**src/rtl/cr_timer16_pkg.sv**
```systemverilog
package cr_timer16_pkg;
  localparam logic [7:0] ADR_CTRL = 8'hC8;
  localparam logic [7:0] ADR_MODE = 8'hC9;
  localparam logic [7:0] ADR_PRL  = 8'hCA;
  localparam logic [7:0] ADR_PRH  = 8'hCB;
  localparam logic [7:0] ADR_CNL  = 8'hCC;
  localparam logic [7:0] ADR_CNH  = 8'hCD;

  localparam int B_OVF   = 7;
  localparam int B_EXT   = 6;
  localparam int B_EXEN  = 3;
  localparam int B_RUN   = 2;
  localparam int B_CAPM  = 0;
  localparam int B_CRST  = 3;
  localparam int B_DOWN  = 0;

  typedef struct packed {
    logic exen;
    logic run;
    logic capm;
    logic crst;
    logic down_en;
  } tmr_cfg_t;
endpackage

```
**src/rtl/cr_edge_sync.sv**
```systemverilog
module cr_edge_sync #(
  parameter int STAGES = 2
) (
  input  logic clk,
  input  logic rst,
  input  logic pin_async,
  output logic level,
  output logic fall
);
  logic [STAGES-1:0] sr;
  logic              prev;

  always_ff @(posedge clk) begin
    if (rst) begin
      sr   <= '0;
      prev <= 1'b0;
    end else begin
      sr   <= {sr[STAGES-2:0], pin_async};
      prev <= sr[STAGES-1];
    end
  end

  assign level = sr[STAGES-1];
  assign fall  = prev & ~sr[STAGES-1];
endmodule

```
**src/rtl/cr_count_unit.sv**
```systemverilog
module cr_count_unit
  import cr_timer16_pkg::*;
#(
  parameter int B_W = 8,
  parameter int NB  = 2
) (
  input  logic            clk,
  input  logic            rst,
  input  tmr_cfg_t        cfg,
  input  logic            adv,
  input  logic            fall,
  input  logic            level,
  input  logic [NB-1:0]   wr_cnt,
  input  logic [NB-1:0]   wr_par,
  input  logic [B_W-1:0]  wdata,
  output logic [NB*B_W-1:0] cnt,
  output logic [NB*B_W-1:0] par,
  output logic            ovf_set,
  output logic            ext_set
);
  localparam int W = NB * B_W;
  localparam logic [W-1:0] MAXV = '1;

  logic         cap_ev, rld_ev, up;
  logic [W-1:0] cnt_hw, par_hw, cnt_nx, par_nx;

  assign cap_ev  = cfg.capm & cfg.exen & fall;
  assign rld_ev  = ~cfg.capm & ~cfg.down_en & cfg.exen & fall;
  assign up      = ~cfg.down_en | level;
  assign ext_set = cap_ev | rld_ev;
  assign par_hw  = cap_ev ? cnt : par;

  always_comb begin
    cnt_hw  = cnt;
    ovf_set = 1'b0;
    if (cfg.capm) begin
      if (cap_ev && cfg.crst) begin
        cnt_hw = '0;
      end else if (adv) begin
        cnt_hw  = cnt + 1'b1;
        ovf_set = (cnt == MAXV);
      end
    end else if (rld_ev) begin
      cnt_hw = par;
    end else if (adv) begin
      if (up) begin
        if (cnt == MAXV) begin
          cnt_hw  = par;
          ovf_set = 1'b1;
        end else begin
          cnt_hw = cnt + 1'b1;
        end
      end else if (cnt == par) begin
        cnt_hw  = MAXV;
        ovf_set = 1'b1;
      end else begin
        cnt_hw = cnt - 1'b1;
      end
    end
  end

  always_comb begin
    cnt_nx = cnt_hw;
    par_nx = par_hw;
    for (int b = 0; b < NB; b++) begin
      if (wr_cnt[b]) cnt_nx[b*B_W +: B_W] = wdata;
      if (wr_par[b]) par_nx[b*B_W +: B_W] = wdata;
    end
  end

  always_ff @(posedge clk) begin
    if (rst) begin
      cnt <= '0;
      par <= '0;
    end else begin
      cnt <= cnt_nx;
      par <= par_nx;
    end
  end

  // capture copies the pre-advance count
  a_r5_capture_value: assert property (@(posedge clk) disable iff (rst)
    (cap_ev && wr_par == '0) |=> (par == $past(cnt)));
  // capture-reset clears the counter
  a_r6_capture_clears: assert property (@(posedge clk) disable iff (rst)
    (cap_ev && cfg.crst && wr_cnt == '0) |=> (cnt == '0));
  // up overflow reloads from the pair
  a_r8_up_reload: assert property (@(posedge clk) disable iff (rst)
    (!cfg.capm && !rld_ev && adv && up && cnt == MAXV && wr_cnt == '0)
      |=> (cnt == $past(par)));
  // down count at the pair value wraps to all ones
  a_r9_down_wrap: assert property (@(posedge clk) disable iff (rst)
    (!cfg.capm && !rld_ev && adv && !up && cnt == par && wr_cnt == '0)
      |=> (cnt == MAXV));
  // no advance, no event, no write keeps the count
  a_r4_hold: assert property (@(posedge clk) disable iff (rst)
    (!adv && !cap_ev && !rld_ev && wr_cnt == '0) |=> $stable(cnt));
endmodule

```
**src/rtl/cr_timer16.sv**
```systemverilog
module cr_timer16
  import cr_timer16_pkg::*;
#(
  parameter int ADDR_W      = 8,
  parameter int DATA_W      = 8,
  parameter int SYNC_STAGES = 2
) (
  input  logic              clk,
  input  logic              rst,
  input  logic [ADDR_W-1:0] sfr_addr,
  input  logic [DATA_W-1:0] sfr_wdata,
  input  logic              sfr_we,
  output logic [DATA_W-1:0] sfr_rdata,
  input  logic              cnt_tick,
  input  logic              ext_pin,
  output logic              irq
);
  localparam int NB    = 2;
  localparam int CNT_W = NB * DATA_W;

  tmr_cfg_t          cfg;
  logic              ovf_q, ext_q, irq_q;
  logic              ovf_nx, ext_nx;
  logic              pin_lvl, pin_fall;
  logic              ovf_set, ext_set;
  logic [CNT_W-1:0]  cnt, par;
  logic [NB-1:0]     wr_cnt, wr_par;
  logic              wr_ctrl, wr_mode;
  logic [DATA_W-1:0] rd_mux, rd_q;

  assign wr_ctrl   = sfr_we && (sfr_addr == ADDR_W'(ADR_CTRL));
  assign wr_mode   = sfr_we && (sfr_addr == ADDR_W'(ADR_MODE));
  assign wr_par[0] = sfr_we && (sfr_addr == ADDR_W'(ADR_PRL));
  assign wr_par[1] = sfr_we && (sfr_addr == ADDR_W'(ADR_PRH));
  assign wr_cnt[0] = sfr_we && (sfr_addr == ADDR_W'(ADR_CNL));
  assign wr_cnt[1] = sfr_we && (sfr_addr == ADDR_W'(ADR_CNH));

  cr_edge_sync #(.STAGES(SYNC_STAGES)) u_sync (
    .clk       (clk),
    .rst       (rst),
    .pin_async (ext_pin),
    .level     (pin_lvl),
    .fall      (pin_fall)
  );

  cr_count_unit #(.B_W(DATA_W), .NB(NB)) u_count (
    .clk     (clk),
    .rst     (rst),
    .cfg     (cfg),
    .adv     (cfg.run & cnt_tick),
    .fall    (pin_fall),
    .level   (pin_lvl),
    .wr_cnt  (wr_cnt),
    .wr_par  (wr_par),
    .wdata   (sfr_wdata),
    .cnt     (cnt),
    .par     (par),
    .ovf_set (ovf_set),
    .ext_set (ext_set)
  );

  always_comb begin
    ovf_nx = (wr_ctrl ? sfr_wdata[B_OVF] : ovf_q) | ovf_set;
    ext_nx = (wr_ctrl ? sfr_wdata[B_EXT] : ext_q) | ext_set;
  end

  always_ff @(posedge clk) begin
    if (rst) begin
      cfg   <= '0;
      ovf_q <= 1'b0;
      ext_q <= 1'b0;
      irq_q <= 1'b0;
    end else begin
      ovf_q <= ovf_nx;
      ext_q <= ext_nx;
      irq_q <= ovf_nx | ext_nx;
      if (wr_ctrl) begin
        cfg.exen <= sfr_wdata[B_EXEN];
        cfg.run  <= sfr_wdata[B_RUN];
        cfg.capm <= sfr_wdata[B_CAPM];
      end
      if (wr_mode) begin
        cfg.crst    <= sfr_wdata[B_CRST];
        cfg.down_en <= sfr_wdata[B_DOWN];
      end
    end
  end

  always_comb begin
    rd_mux = '0;
    case (sfr_addr)
      ADDR_W'(ADR_CTRL): begin
        rd_mux[B_OVF]  = ovf_q;
        rd_mux[B_EXT]  = ext_q;
        rd_mux[B_EXEN] = cfg.exen;
        rd_mux[B_RUN]  = cfg.run;
        rd_mux[B_CAPM] = cfg.capm;
      end
      ADDR_W'(ADR_MODE): begin
        rd_mux[B_CRST] = cfg.crst;
        rd_mux[B_DOWN] = cfg.down_en;
      end
      ADDR_W'(ADR_PRL): rd_mux = par[DATA_W-1:0];
      ADDR_W'(ADR_PRH): rd_mux = par[CNT_W-1:DATA_W];
      ADDR_W'(ADR_CNL): rd_mux = cnt[DATA_W-1:0];
      ADDR_W'(ADR_CNH): rd_mux = cnt[CNT_W-1:DATA_W];
      default:          rd_mux = '0;
    endcase
  end

  always_ff @(posedge clk) begin
    if (rst) rd_q <= '0;
    else     rd_q <= rd_mux;
  end

  assign sfr_rdata = rd_q;
  assign irq       = irq_q;

  // a hardware overflow event always leaves the flag set
  a_r11_ovf_sticky: assert property (@(posedge clk) disable iff (rst)
    ovf_set |=> ovf_q);
  // a hardware pin event always leaves the external flag set
  a_r11_ext_sticky: assert property (@(posedge clk) disable iff (rst)
    ext_set |=> ext_q);
  // reserved mode bits read as zero
  a_r3_mode_reserved: assert property (@(posedge clk) disable iff (rst)
    (sfr_addr == ADDR_W'(ADR_MODE)) |=> (sfr_rdata[7:4] == 4'h0 && sfr_rdata[2:1] == 2'b00));
endmodule

```
**config.mk**
```make
export PLATFORM = sky130hd
export DESIGN_NAME = cr_timer16
export DESIGN_NICKNAME = d
export VERILOG_FILES = /design/src/rtl/cr_timer16_pkg.sv /design/src/rtl/cr_edge_sync.sv /design/src/rtl/cr_count_unit.sv /design/src/rtl/cr_timer16.sv
export SDC_FILE = /design/constraint.sdc
export NUM_CORES = 1
export LEC_CHECK = 0
export BUFFER_PORTS_ARGS = -buffer_cell sky130_fd_sc_hd__buf_4
export CORE_UTILIZATION = 35
export CTS_BUF_LIST = sky130_fd_sc_hd__clkbuf_8
export DETAILED_ROUTE_END_ITERATION = 10
export PLACE_DENSITY_LB_ADDON = 0.1
export SYNTH_ARGS = -nofsm -noshare
export SYNTH_HDL_FRONTEND = slang
export SYNTH_SLANG_ARGS = --single-unit
```
**constraint.sdc**
```tcl
create_clock -name clk -period 5.95 [get_ports clk]
set_clock_uncertainty 0.15 [all_clocks]
set_input_delay 0.595 -clock clk [delete_from_list [all_inputs] [get_ports clk]]
set_output_delay 0.595 -clock clk [all_outputs]
set_load 0.03 [all_outputs]
```
==> results of run 1 <==
-- per-layer routing --
| layer | vias to the layer above | part of all wire [%] | global-route usage (%) |
|---|---|---|---|
| met5 | - | 0 | 0 |
| met4 | 0 | 1.8 | 6.36 |
| met2 | 218 | 46 | 42.4 |
| li1 | 1896 | - | - |
| met3 | 24 | 8.3 | 3.39 |
| met1 | 2004 | 44 | 38.7 |
-- flip-flops by register name (all words and copies together), names as in the netlist --
name / count
cfg: 5
u_sync.sr: 2
irq: 1
u_count.cnt: 16
sfr_rdata: 8
u_count.par: 16
ext_q: 1
ovf_q: 1
u_sync.prev: 1
-- area by class of cell --
cell class,instances,share of cell area [%]
multi-input combinational,410,62.9
tap,140,4.14
clock inverter,3,0.680
sequential,51,24.1
clock buffer,5,1.63
timing repair buffer,31,5.50
inverter,11,0.976
-- logic make-up (layout without fill, tap and decap cells) --
logic type                 count (synthesis)  after routing  share of synthesized area, %
AOI/OAI and AO/OA                        138            138                          25.0
adders and majority gates                  2              2                         0.642
buffers and inverters                     50             50                          5.46
and+or+nand+nor                          210            210                          28.2
DFF                                       51             51                          26.2
muxes                                     20             20                          5.59
xor gates and xnor gates                  40             40                          8.99
-- metrics by stage --
stage | cell area (sq um) | setup slack (ns) | utilization (%) | total power [mW] | hold WS (ns)
floorplan | 3900 | 3.55 | - | 0.387 | 0.264
global placement | 4130 | 2.85 | 38.1 | 0.415 | 0.284
detailed placement | 4130 | 2.86 | 38.1 | 0.415 | 0.285
CTS | 4230 | 2.82 | 39.0 | 0.643 | 0.314
global route | 4230 | 2.66 | 39.0 | 0.659 | 0.319
finish | 4230 | 2.77 | 39.0 | 0.634 | 0.306
-- critical path, delay by kind of cell, from the launching register on --
kind                     cells  cell delay, ns
AO/OA/AOI/OAI                1            0.57
AND/OR/NAND/NOR              5            1.23
flip-flops                   1            0.71
adder cells (fa/ha/maj)      1            0.38
-- worst min-delay path by stage --
stage                            start                       to  slack (ns)
3_5_place_dp   u_sync.sr[0]$_SDFF_PP0_  u_sync.sr[1]$_SDFF_PP0_        0.28
2_1_floorplan  u_sync.sr[0]$_SDFF_PP0_  u_sync.sr[1]$_SDFF_PP0_        0.26
6_report       u_sync.sr[0]$_SDFF_PP0_  u_sync.sr[1]$_SDFF_PP0_        0.31
4_1_cts        u_sync.sr[0]$_SDFF_PP0_  u_sync.sr[1]$_SDFF_PP0_        0.31
3_3_place_gp   u_sync.sr[0]$_SDFF_PP0_  u_sync.sr[1]$_SDFF_PP0_        0.28
5_1_grt                        ext_pin  u_sync.sr[0]$_SDFF_PP0_        0.32
-- placed cells by master (no fill, tap or decap), types with 7 or more instances in the layout --
master,instances
nor2_1,61
dfxtp_1,51
nand2_1,46
buf_4,31
xor2_1,26
nand3_1,23
o21ai_0,21
a21oi_1,19
nor3_1,17
mux2i_1,15
xnor2_1,14
a211oi_1,14
inv_1,11
o22ai_1,11
nor4_1,10
a31oi_1,9
a311oi_1,8
nor2b_1,7
nand4_1,7
a22oi_1,7
-- power breakdown --
group / switching (mW) / internal, mW / total, mW
registers: 0.00512 / 0.343 / 0.348
clock network: 0.138 / 0.0876 / 0.226
logic: 0.0390 / 0.0214 / 0.0603
==> flow_summary.json, run 1 <==
{
  "cts-root-buf": "clkbuf_8",
  "grt_pass1_vias": 3797,
  "ir_drop_mv": 0.0873,
  "cts_tree": "yes",
  "via_per_inst": 6.36,
  "status": "finished, final reports clean",
  "track_usage_pct": 26.9,
  "antenna_found_initial": 0,
  "post_cts.repair.setup_buffers": 0,
  "hold_viol": 0,
  "wl_um": 15200,
  "drtPass1Iterations": 6,
  "ys_seq_elements": 51,
  "post_drt_wl_per_cell_um": 23.4,
  "die_w_um": 108,
  "r2r-end": "u_count.cnt[11]$_SDFFE_PP0P_",
  "arrival_ns": 3.22,
  "fp.coreArea_sq_um": 10800,
  "crit_chain": "ha_1 -> nand3_2 -> or4_4 -> nor3_4 -> nor3_1 -> a2111oi_0 -> nor4_1",
  "drv_slew": 0,
  "drtIter0Drc": 510,
  "critPathCapture": "u_count.cnt[11]$_SDFFE_PP0P_",
  "stdcell_count": 651,
  "min_path_type": "reg -> reg",
  "post-synth-top-count-cell": "nor2_1",
  "clock_sinks": 51,
  "synth_top_cell_area_share_pct": 26.2,
  "startpoint_type": "flip-flop",
  "synth_cell_types": 69,
  "clock_latency_ns": 0.33,
  "startpoint": "u_count.cnt[0]$_SDFFE_PP0P_",
  "reg2reg_slack_ns": 2.77,
  "row_count": 38,
  "finalCritPeriodShare_pct": 53.5,
  "cts_resized": 0,
  "ys_async_sr_fraction_pct": 0,
  "htreeDepth": 2,
  "dieArea_sq_um": 11600,
  "syn2layout_area_growth_pct": 8.57,
  "r2r_cells": 7,
  "timing.rr.start": "u_count.cnt[0]$_SDFFE_PP0P_",
  "grt_pass1_wl_um": 23000,
  "hpwlAfterDp_um": 10900,
  "setup-violations-final": 0,
  "ctsHoldBuffers": 0,
  "layout_min_cycle_time_ns": 3.18,
  "max_slew_margin_pct": 32.6,
  "crit_type": "reg -> reg",
  "min_path_cells": 1,
  "netlist_top_cells_count": "nor2_1, dfxtp_1, nand2_1, xor2_1, clkbuf_1",
  "die_h_um": 108,
  "critPathMaxFanout": 12,
  "power_density_nw_per_um2": 150,
  "layout.nets": 533,
  "tns_ns": 0,
  "synth_ff_type": "dfxtp_1",
  "ys_warn_count": 0,
  "cts_buffer_depth": 2,
  "synthTopCellsByArea": "dfxtp_1, nor2_1, xor2_1",
  "cp.required_ns": 5.99,
  "place_congestion": 1.00,
  "vias": 4142,
  "grt_overflow_total": 0,
  "max_freq_ghz": 0.314,
  "synth_nets": 534,
  "syn_inst": 511,
  "synth-seq-area-share_pct": 26.2,
  "drv_cap": 0,
  "synthesis.area_sq_um": 3900,
  "slowest_delay_ns": 0.71,
  "cts_buffers": 5,
  "grt_max_degree": 42,
  "drc_errors": 0,
  "num_antenna_cells": 0,
  "crit_path_end_kind": "flip-flop",
  "crit_slowest_cell": "dfxtp_1",
  "drive_above_1_share_pct": 12.5,
  "syn_area_per_cell_sq_um": 7.62,
  "max_slew.worst_pin.slew_ns": 1.00,
  "synth_edf_count": 0,
  "antenna_left": 0,
  "p_leak_nw": 1.54,
  "dp.cells": 643,
  "synth_top_area_cell": "dfxtp_1",
  "start_util_pct": 35.9,
  "seq_area_sq_um": 1020,
  "rsz0062_at_grt": "no",
  "fill_cells": 1135,
  "multi_input_area_sq_um": 2660,
  "port_buffers": 29,
  "io_pins": 30,
  "clk_pin_slew_ns": 0.10
}
(Power assumes the default switching activity.)
==> run 2: changes to the inputs <==
clock period = 3.3 ns   (was 5.95 ns; I/O delays follow)
==> run 2 against run 1 <==
Net effect:
- worst hold slack lost 0.24 ns
- clock power up 110%
- sequential cell count stayed put
- critical path type unchanged
- register-to-register slack worse by 2.3 ns
- largest power group unchanged
- critical endpoint unchanged
- clock-buffer cell count stayed put
- critical path depth stayed put
==> flow_summary.json, run 2 (same netlist as run 1, synthesis figures left out) <==
{
  "status": "finished, final reports clean",
  "arrival_ns": 2.87,
  "antenna_found_initial": 0,
  "die_h_um": 108,
  "vias": 4164,
  "dpl_cell_area_sq_um": 4310,
  "start_util_pct": 35.9,
  "via_per_inst": 6.17,
  "clock_sinks": 51,
  "finish.instance_area_sq_um": 4430,
  "final_cell_mix": "nor2_1, buf_4, dfxtp_1",
  "crit_path_end_kind": "flip-flop",
  "pwr-share-clk_pct": 38.7,
  "finalCritPeriodShare_pct": 86.3,
  "ir_drop_mv": 0.163,
  "timing.rr.start": "u_count.cnt[0]$_SDFFE_PP0P_",
  "fp.coreArea_sq_um": 10800,
  "grt_pass1_vias": 3804,
  "ctsHoldBuffers": 0,
  "swShare_pct": 26.5,
  "layout_min_cycle_time_ns": 2.85,
  "cts_tree": "yes",
  "critPathMaxFanout": 12,
  "startpoint_type": "flip-flop",
  "min_path_type": "in -> reg",
  "syn2layout_area_growth_pct": 13.6,
  "power.internal_uw": 892,
  "htreeDepth": 2,
  "io_pins": 30,
  "pwr-share-comb_pct": 10.0,
  "pwr-share-seq_pct": 51.3,
  "clk_pin_slew_ns": 0.11,
  "reg2reg_slack_ns": 0.45,
  "cts_buffer_depth": 2,
  "hold_viol": 0,
  "num_antenna_cells": 0,
  "max_slew.worst_pin.slew_ns": 1.06,
  "drtIter0Drc": 456,
  "die_w_um": 108,
  "drtPass1Iterations": 6,
  "p_leak_nw": 1.67,
  "wl_um": 15200,
  "drv_cap": 0,
  "max_slew_margin_pct": 28.7,
  "power.switching_uw": 322,
  "drv_slew": 0,
  "grt_pass1_wl_um": 23300,
  "clock_latency_ns": 0.32,
  "crit_type": "reg -> reg",
  "cp.required_ns": 3.33,
  "row_count": 38,
  "post_cts.repair.setup_buffers": 0,
  "cts_buffers": 5,
  "cts_resized": 0,
  "dp.cells": 667,
  "stdcell_count": 675,
  "holdPathEnd": "u_sync.sr[0]$_SDFF_PP0_",
  "hpwlAfterDp_um": 11400,
  "drc_errors": 0,
  "rsz0062_at_grt": "no",
  "post_drt_wl_per_cell_um": 22.6,
  "max_freq_ghz": 0.351,
  "dieArea_sq_um": 11600,
  "layout.nets": 557,
  "r2r_cells": 7,
  "antenna_left": 0,
  "cts-root-buf": "clkbuf_8",
  "grt_overflow_total": 0,
  "place_congestion": 1.00,
  "power_density_nw_per_um2": 274,
  "min_path_cells": 2,
  "layout_commonest_cell": "nor2_1",
  "port_buffers": 29,
  "drive_above_1_share_pct": 16.4,
  "setup-violations-final": 0,
  "min_from": "ext_pin",
  "r2r-end": "u_count.cnt[11]$_SDFFE_PP0P_",
  "tns_ns": 0,
  "grt_max_degree": 42,
  "track_usage_pct": 27.2
}
-- run 2: cell types whose count changed in the layout (fill, tap and decap cells not counted), sizes merged --
| cell | previous run | this run |
|---|---|---|
| buf | 31 | 55 |
| clkinvlp | 0 | 1 |
| bufinv | 0 | 1 |
| clkinv | 2 | 0 |
-- run 2: area by class of cell --
class | count | area [sq um]
fillers | 1128 | 6410
multi-input cells | 410 | 2660
flip-flops and latches | 51 | 1020
repair buffers | 55 | 413
well taps | 140 | 175
clock buffers | 5 | 68.8
clock inverters | 3 | 46.3
inverters | 11 | 41.3
-- run 2: worst max-delay path by stage --
stage	to	slack, ns	cells after the start	startpoint
floorplan	u_count.cnt[13]$_SDFFE_PP0P_	1.02	7	u_count.cnt[0]$_SDFFE_PP0P_
global placement	u_count.cnt[13]$_SDFFE_PP0P_	0.49	7	u_count.par[12]$_SDFFE_PP0P_
detailed placement	u_count.cnt[12]$_SDFFE_PP0P_	0.49	7	u_count.cnt[0]$_SDFFE_PP0P_
CTS	u_count.cnt[12]$_SDFFE_PP0P_	0.45	7	u_count.cnt[0]$_SDFFE_PP0P_
global route	u_count.cnt[12]$_SDFFE_PP0P_	0.23	7	u_count.cnt[0]$_SDFFE_PP0P_
finish	u_count.cnt[11]$_SDFFE_PP0P_	0.45	7	u_count.cnt[0]$_SDFFE_PP0P_
-- run 2: metal layers --
metal,up-vias,share of wire (%),track usage [%]
li1,1939,-,-
met1,1980,44,38.6
met2,206,44,40.4
met3,39,9.0,6.36
met4,0,3.1,8.41
met5,-,0,0
-- run 2: metrics by stage --
| stage | hold slack, ns | setup WS [ns] | utilization (%) | power [mW] |
|---|---|---|---|---|
| after CTS | 0.0645 | 0.447 | 40.8 | 1.21 |
| after global routing | 0.0761 | 0.229 | 40.8 | 1.25 |
| after floorplan | 0.264 | 1.02 | - | 0.698 |
| final | 0.0613 | 0.454 | 40.8 | 1.21 |
| after global placement | 0.285 | 0.489 | 39.8 | 0.755 |
| after detailed placement | 0.280 | 0.488 | 39.8 | 0.755 |
-- run 2: worst max-delay path, stage by stage, from the launching register on --
cell,delay [ns]
dfxtp_1,0.62
ha_1,0.35
nand3_2,0.13
or4_4,0.59
nor3_4,0.25
nor3_1,0.08
a2111oi_0,0.45
nor4_1,0.08
-- run 2: power groups by stage --
stage | logic [mW] | registers, mW | clock network, mW
final | 0.121 | 0.623 | 0.470
after floorplan | 0.0628 | 0.635 | 0
after detailed placement | 0.118 | 0.637 | 0
after global routing | 0.129 | 0.624 | 0.496
after CTS | 0.118 | 0.623 | 0.473
after global placement | 0.118 | 0.637 | 0
==> run 3: changes to the inputs <==
CORE_UTILIZATION = 50   (was 35)
==> run 3 against run 2 <==
Net effect:
- sequential share of layout area grew 0.62 points
- clock-buffer cell count unchanged
- fmax down 1.1%
- via count up 1.8%
- first-iteration DRC count is 7.0% higher
- sequential cell count is the same
- non-clock buffer count down 6
- combinational power down 4%
- worst hold slack improved by 0.018 ns
- highest routed layer unchanged
==> flow_summary.json, run 3 (same netlist as run 1, synthesis figures left out) <==
{
  "cts_buffer_depth": 2,
  "startpoint": "u_count.cnt[0]$_SDFFE_PP0P_",
  "post_drt_wl_per_cell_um": 22.6,
  "final_cell_mix": "nor2_1, dfxtp_1, buf_4",
  "power.internal_uw": 819,
  "vias": 4240,
  "drtIter0Drc": 488,
  "rsz0062_at_grt": "no",
  "wl_met2_um": 6150,
  "htreeDepth": 2,
  "whs_ns": 0.0791,
  "hpwlAfterDp_um": 10400,
  "slowest_delay_ns": 0.60,
  "port_buffers": 29,
  "layout_min_cycle_time_ns": 2.88,
  "via_per_inst": 6.75,
  "grt_pass1_vias": 3896,
  "drv_slew": 0,
  "die_h_um": 90.3,
  "power.switching_uw": 321,
  "timing.rr.start": "u_count.cnt[0]$_SDFFE_PP0P_",
  "swShare_pct": 28.2,
  "drtPass1Iterations": 7,
  "cts_resized": 0,
  "crit_slowest_cell": "dfxtp_1",
  "drc_errors": 0,
  "die_w_um": 90.3,
  "reg2reg_slack_ns": 0.42,
  "cp.required_ns": 3.34,
  "hold_viol": 0,
  "ir_drop_mv": 0.180,
  "highest_layer": "met4",
  "cts-root-buf": "clkbuf_8",
  "antenna_left": 0,
  "route.met3.wl_um": 1420,
  "post_cts.repair.setup_buffers": 0,
  "r2r-end": "u_count.cnt[12]$_SDFFE_PP0P_",
  "min_path_cells": 2,
  "power_density_nw_per_um2": 264,
  "clock_latency_ns": 0.32,
  "arrival_ns": 2.92,
  "met1_length_um": 5940,
  "crit_path_end_kind": "flip-flop",
  "p_leak_nw": 1.63,
  "track_usage_pct": 34.9,
  "max_slew.worst_pin.slew_ns": 1.05,
  "place_congestion": 0.997,
  "drive_above_1_share_pct": 15.5,
  "start_util_pct": 52.6,
  "antenna_found_initial": 0,
  "utilization_pct": 58.2,
  "cts_tree": "yes",
  "crit_type": "reg -> reg",
  "drv_cap": 0,
  "r2r_cells": 7,
  "clock_sinks": 51,
  "num_antenna_cells": 0,
  "tns_ns": 0,
  "grt_max_degree": 42,
  "crit_chain": "ha_1 -> nand3_2 -> nor4_2 -> xnor2_1 -> nor2_1 -> a2111oi_0 -> nor3_1",
  "layout_commonest_cell": "nor2_1",
  "dieArea_sq_um": 8150,
  "critPathMaxFanout": 12,
  "cts_buffers": 5,
  "finalCritPeriodShare_pct": 87.2,
  "fp.coreArea_sq_um": 7410,
  "setup-violations-final": 0,
  "row_count": 31,
  "grt_pass1_wl_um": 21900,
  "wl_um": 14200,
  "min_path_type": "in -> reg",
  "ctsHoldBuffers": 0,
  "status": "finished, final reports clean",
  "pwr-share-clk_pct": 35.2,
  "critPathCapture": "u_count.cnt[12]$_SDFFE_PP0P_",
  "io_pins": 30,
  "grt_overflow_total": 0,
  "pwr-share-comb_pct": 10.2,
  "layout.nets": 551,
  "pwr-share-seq_pct": 54.7,
  "max_freq_ghz": 0.347,
  "syn2layout_area_growth_pct": 10.7,
  "startpoint_type": "flip-flop",
  "clk_pin_slew_ns": 0.11,
  "max_slew_margin_pct": 29.6
}
-- run 3: worst min path at each step --
| stage | from | to | slack [ns] |
|---|---|---|---|
| floorplan | u_sync.sr[0]$_SDFF_PP0_ | u_sync.sr[1]$_SDFF_PP0_ | 0.26 |
| global placement | u_sync.sr[0]$_SDFF_PP0_ | u_sync.sr[1]$_SDFF_PP0_ | 0.29 |
| detailed placement | u_sync.sr[0]$_SDFF_PP0_ | u_sync.sr[1]$_SDFF_PP0_ | 0.29 |
| CTS | ext_pin | u_sync.sr[0]$_SDFF_PP0_ | 0.08 |
| global route | ext_pin | u_sync.sr[0]$_SDFF_PP0_ | 0.07 |
| finish | ext_pin | u_sync.sr[0]$_SDFF_PP0_ | 0.08 |
-- run 3: final cells by class --
cell class / instances / area (sq um)
fillers: 706 / 3100
multi-input cells: 410 / 2660
flip-flops and latches: 51 / 1020
repair buffers: 49 / 368
well taps: 99 / 124
clock buffers: 5 / 68.8
inverters: 11 / 41.3
clock inverters: 3 / 26.3
-- run 3: critical path, delay by kind of cell, from the launching register on --
| kind | cells | cell delay, ns |
|---|---|---|
| simple gates | 4 | 0.87 |
| flops | 1 | 0.60 |
| compound gates | 1 | 0.59 |
| fa+ha+maj | 1 | 0.35 |
| xor+xnor | 1 | 0.18 |
-- run 3: metrics by stage --
stage	worst slack, ns	power [mW]	cells	area (sq um)
6_report	0.422	1.14	628	4310
3_5_place_dp	0.494	0.751	620	4220
2_1_floorplan	1.02	0.698	511	3900
3_3_place_gp	0.561	0.750	620	4220
4_1_cts	0.475	1.15	628	4310
5_1_grt	0.324	1.18	628	4310
-- run 3: metal layers --
metal / track usage, % / vias to the layer above
met5: 0 / -
met4: 19.2 / 0
met3: 5.81 / 59
met2: 52.0 / 285
met1: 47.9 / 1964
li1: - / 1932
-- run 3: power groups by stage --
| stage | Sequential [mW] | Clock, mW | Combinational (mW) |
|---|---|---|---|
| after floorplan | 0.635 | 0 | 0.0628 |
| final | 0.623 | 0.401 | 0.116 |
| after CTS | 0.623 | 0.410 | 0.114 |
| after detailed placement | 0.637 | 0 | 0.114 |
| after global placement | 0.637 | 0 | 0.112 |
| after global routing | 0.624 | 0.436 | 0.124 |
